--- src/rtl/uart_irq_ctrl.sv ---
module uart_irq_ctrl (
  input  logic       clk,
  input  logic       rst_n,
  input  logic       ier_wr,
  input  logic [7:0] ier_wdata,
  output logic [7:0] ier_rdata,
  input  logic [3:0] err_set,
  input  logic       lsr_rd,
  input  logic       rx_avail,
  input  logic       thr_empty,
  input  logic       thr_wr,
  input  logic [3:0] msr_lines,
  input  logic       msr_rd,
  input  logic       iir_rd,
  output logic       irq,
  output logic [7:0] iir
);
  logic [3:0] ier_q;
  logic       ls_pend, thre_pend, ms_pend, thr_q;
  logic [3:0] msr_q;
  logic [3:0] act;
  logic [2:0] code;

  assign act = {ms_pend, ls_pend, thre_pend, rx_avail} & ier_q;

  always_comb begin
    if (act[2])      code = 3'b011;
    else if (act[0]) code = 3'b010;
    else if (act[1]) code = 3'b001;
    else             code = 3'b000;
  end

  assign irq       = |act;
  assign iir       = {4'b0000, code, ~irq};
  assign ier_rdata = {4'b0000, ier_q};

  wire thre_set = (thr_empty & ~thr_q) |
                  (ier_wr & ier_wdata[1] & ~ier_q[1] & thr_empty);
  wire thre_clr = thr_wr | (iir_rd & (code == 3'b001) & irq);
  wire ms_chg   = |(msr_lines ^ msr_q);

  always_ff @(posedge clk) begin
    if (!rst_n) begin
      ier_q     <= 4'h0;
      ls_pend   <= 1'b0;
      thre_pend <= 1'b0;
      ms_pend   <= 1'b0;
      thr_q     <= 1'b0;
      msr_q     <= 4'h0;
    end else begin
      if (ier_wr) ier_q <= ier_wdata[3:0];
      if (|err_set)    ls_pend <= 1'b1;
      else if (lsr_rd) ls_pend <= 1'b0;
      if (thre_clr)      thre_pend <= 1'b0;
      else if (thre_set) thre_pend <= 1'b1;
      if (ms_chg)      ms_pend <= 1'b1;
      else if (msr_rd) ms_pend <= 1'b0;
      thr_q <= thr_empty;
      msr_q <= msr_lines;
    end
  end
endmodule

--- config.mk ---
export PLATFORM = sky130hd
export DESIGN_NAME = uart_irq_ctrl
export DESIGN_NICKNAME = d
export VERILOG_FILES = /design/src/rtl/uart_irq_ctrl.sv
export SDC_FILE = /design/constraint.sdc
export NUM_CORES = 1
export LEC_CHECK = 0
export BUFFER_PORTS_ARGS = -buffer_cell sky130_fd_sc_hd__clkbuf_2
export CORE_UTILIZATION = 42
export CTS_CLUSTER_DIAMETER = 50
export DETAILED_ROUTE_END_ITERATION = 8
export GPL_ROUTABILITY_DRIVEN = 0
export PLACE_DENSITY_LB_ADDON = 0.1
export SLEW_MARGIN = 20
export SYNTH_ARGS = -nofsm -noshare
export SYNTH_HDL_FRONTEND = slang
export SYNTH_SLANG_ARGS = --single-unit
export TNS_END_PERCENT = 1
--- constraint.sdc ---
create_clock -name clk -period 2.4 [get_ports clk]
set_input_delay 0.36 -clock clk [delete_from_list [all_inputs] [get_ports clk]]
set_output_delay 0.36 -clock clk [all_outputs]
set_load 0.1 [all_outputs]
==> flow_metrics.py <==
metrics = {
    "power_and_ir_drop": {
        "internal-power_uw": 308,
        "seqPwrFrac_pct": 41.6,
        "power.density_nw_per_um2": 723,
        "finalPower_uw": 533,
        "vdd_drop_max_mv": 0.403,
        "switchingPower_uw": 225,
        "clkPwrFrac_pct": 21.8,
        "combPwrFrac_pct": 36.6,
        "p_leak_uw": 0.000377,
        "switching_share_pct": 42.2,
    },
    "critical_path": {
        "cp_cell_sequence": "a22o_4 > a221oi_4 > clkbuf_2",
        "reg2reg_to": "ms_pend$_SDFFE_PN0P_",
        "crit_path_start_kind": "flip-flop",
        "cp.required_ns": 2.04,
        "cp_max_fo": 3,
        "cp_slowest_stage_delay_ns": 0.52,
        "end_kind": "primary output",
        "r2r_slack_ns": 1.42,
        "cp.arrival_ns": 1.67,
        "critical_path_class": "reg -> out",
        "r2r_start": "msr_q[0]$_SDFF_PN0_",
        "ff2ff_path_depth": 2,
        "critPathSlowestCell": "clkbuf_2",
    },
    "synthesis": {
        "synth_top_family_by_area": "compound AO/OA/AOI/OAI gates",
        "synth-compound-area-share_pct": 16.8,
        "netlist_area_um2": 594,
        "yosysMostFrequentCell": "dfxtp_1",
        "yosys-top-cells-area": "dfxtp_1, buf_4, mux2i_1",
        "synth_cells": 58,
        "synthFlopType": "dfxtp_1",
        "yosysWarnings": 0,
        "yosysTopAreaCellShare_pct": 40.4,
        "post_synth_fa_ha_maj_area_fraction_pct": 0,
        "synthXorXnorAreaFrac_pct": 5.89,
        "ys_seq_elements": 12,
        "synthTopCellsByCount": "dfxtp_1, buf_4, and2_1, nor2b_1, mux2i_1",
        "muxShareOfSynthArea_pct": 6.74,
        "synth_cell_types": 25,
        "synth.avg_cell_area_um2": 10.2,
        "synthArstFlopShare_pct": 0,
        "synth_simple_gate_area_share_pct": 15.4,
        "synth_top_area_cell": "dfxtp_1",
        "yosysSeqAreaShare_pct": 40.4,
        "synth-edff-count": 0,
    },
    "clock_network": {
        "cts_setup_buffers": 0,
        "clkSinkCount": 12,
        "clock_path_buffers": 2,
        "cts_tree": "done",
        "htree_levels": 1,
        "numCtsBuffers": 3,
        "ctsResizeCount": 0,
        "clockRootBuffer": "clkbuf_4",
        "clk_latency_ns": 0.26,
        "clk_pin_slew_ns": 0.07,
        "hold_buffers": 0,
    },
    "min_path": {
        "hold-path-endpoint": "thr_q$_SDFF_PN0_",
        "hold_path_class": "in -> reg",
        "hold_path_depth": 2,
        "hp-start": "thr_empty",
    },
    "finish": {
        "finish.utilization_pct": 56.6,
        "area_delta_synth_final_pct": 24.0,
        "antenna_cells": 0,
        "nets": 113,
        "drive_gt1_share_pct": 41.9,
        "final_cell_area_um2": 737,
    },
    "routing": {
        "post_drt_via_cell_ratio": 4.54,
        "drt_pass1_iterations": 2,
        "routedWlPerCell_um": 10.1,
        "wl_um": 1020,
        "drcViolationCount": 0,
        "ant_nets": 0,
        "vias": 459,
        "drtIter0Drc": 4,
    },
    "timing": {
        "period_needed_ns": 2.03,
        "skew_ns": 0.00368,
        "timing.slew.headroom_pct": 64.0,
        "timing.final.hold_violations": 0,
        "rsz0062_at_grt": "no",
        "tns_ns": 0,
        "worst_pin_slew_ns": 0.543,
        "holdWs_ns": 0.312,
        "post-route-period-util_pct": 84.7,
        "maxSlewViolCount": 0,
        "setup_viol": 0,
        "fmax_mhz": 492,
    },
    "floorplanning": {
        "die_h_um": 39.6,
        "die_area_um2": 1570,
        "initial_core_util_pct": 45.7,
        "core_area_um2": 1300,
        "io_pins": 42,
        "std_cell_rows": 13,
        "die_w_um": 39.6,
    },
    "global_route": {
        "grt_first_pass_wirelength_um": 1570,
        "grt_pass1_vias": 391,
        "grt_usage_pct": 16.2,
        "antenna_found_initial": 0,
        "grt_overflow": 0,
        "grt_max_degree": 13,
    },
    "outcome": {
        "run_status": "completed",
    },
    "placement": {
        "place_area_um2": 714,
        "dp_hpwl_um": 836,
        "port_buffers": 28,
    },
    "job": {
        "max_cap_viol_count": 0,
    },
}
==> registers in the layout, indices dropped and copies added, names as in the netlist <==
register / count
ier_q: 4
ls_pend: 1
ms_pend: 1
msr_q: 4
thr_q: 1
thre_pend: 1
==> stage by stage <==
step | setup WS (ns) | std cells
floorplan | -0.0716 | 66
global placement | 0.562 | 98
detailed placement | 0.544 | 98
CTS | 0.344 | 101
global route | 0.290 | 101
finish | 0.366 | 101
==> power by group through the flow <==
stage	sequential (uW)	clock (uW)	combinational [uW]
after CTS	222	124	196
after global routing	223	129	206
after detailed placement	227	0	196
after floorplan	253	0	149
final	222	116	195
after global placement	226	0	194
==> per-layer routing <==
metal  share of wire, %  track usage (%)
met3                6.4             8.52
met5                  0                0
met2                 52             29.9
met4                  0             5.17
met1                 41             14.8
==> cells by family (layout without fill, tap and decap cells) <==
logic type / count (synthesis) / count (layout)
simple gates: 15 / 15
buf+inv: 13 / 33
flops: 12 / 12
compound gates: 9 / 9
xor+xnor: 4 / 4
mux: 4 / 4
other cells: 1 / 9
==> worst max path at each step <==
stage	depth (start not counted)	endpoint	slack [ns]	start
after CTS	3	iir[0]	0.34	ls_pend$_SDFFE_PN0P_
after floorplan	3	irq	-0.07	ier_q[2]$_SDFFE_PN0P_
after detailed placement	4	iir[0]	0.54	rx_avail
final	3	iir[0]	0.37	ls_pend$_SDFFE_PN0P_
after global placement	4	iir[0]	0.56	rx_avail
after global routing	3	iir[0]	0.29	ls_pend$_SDFFE_PN0P_
==> placed cells by master, fill, tap and decap left out, types with 2 or more instances in the layout <==
master	netlist	routed
dfxtp_1	12	10
mux2i_1	4	4
and2_1	5	5
nor2b_1	5	5
dfxtp_2	0	2
clkbuf_4	0	3
xor2_1	3	3
conb_1	1	9
clkbuf_2	0	28
a21boi_0	2	2
==> layout make-up <==
class,count,area (um^2)
fill,132,564
tap,15,18.8
sequential,12,243
multi-input combinational,41,300
clock buffer,3,22.5
timing repair buffer,28,140
inverter,2,12.5
==> critical path: cells and delay by family (launching register included) <==
family	cells	cell delay, ns
AO/OA/AOI/OAI	2	0.55
flip-flops	1	0.33
buffers and inverters	1	0.52
No activity file was read; power rests on OpenSTA's default activity.
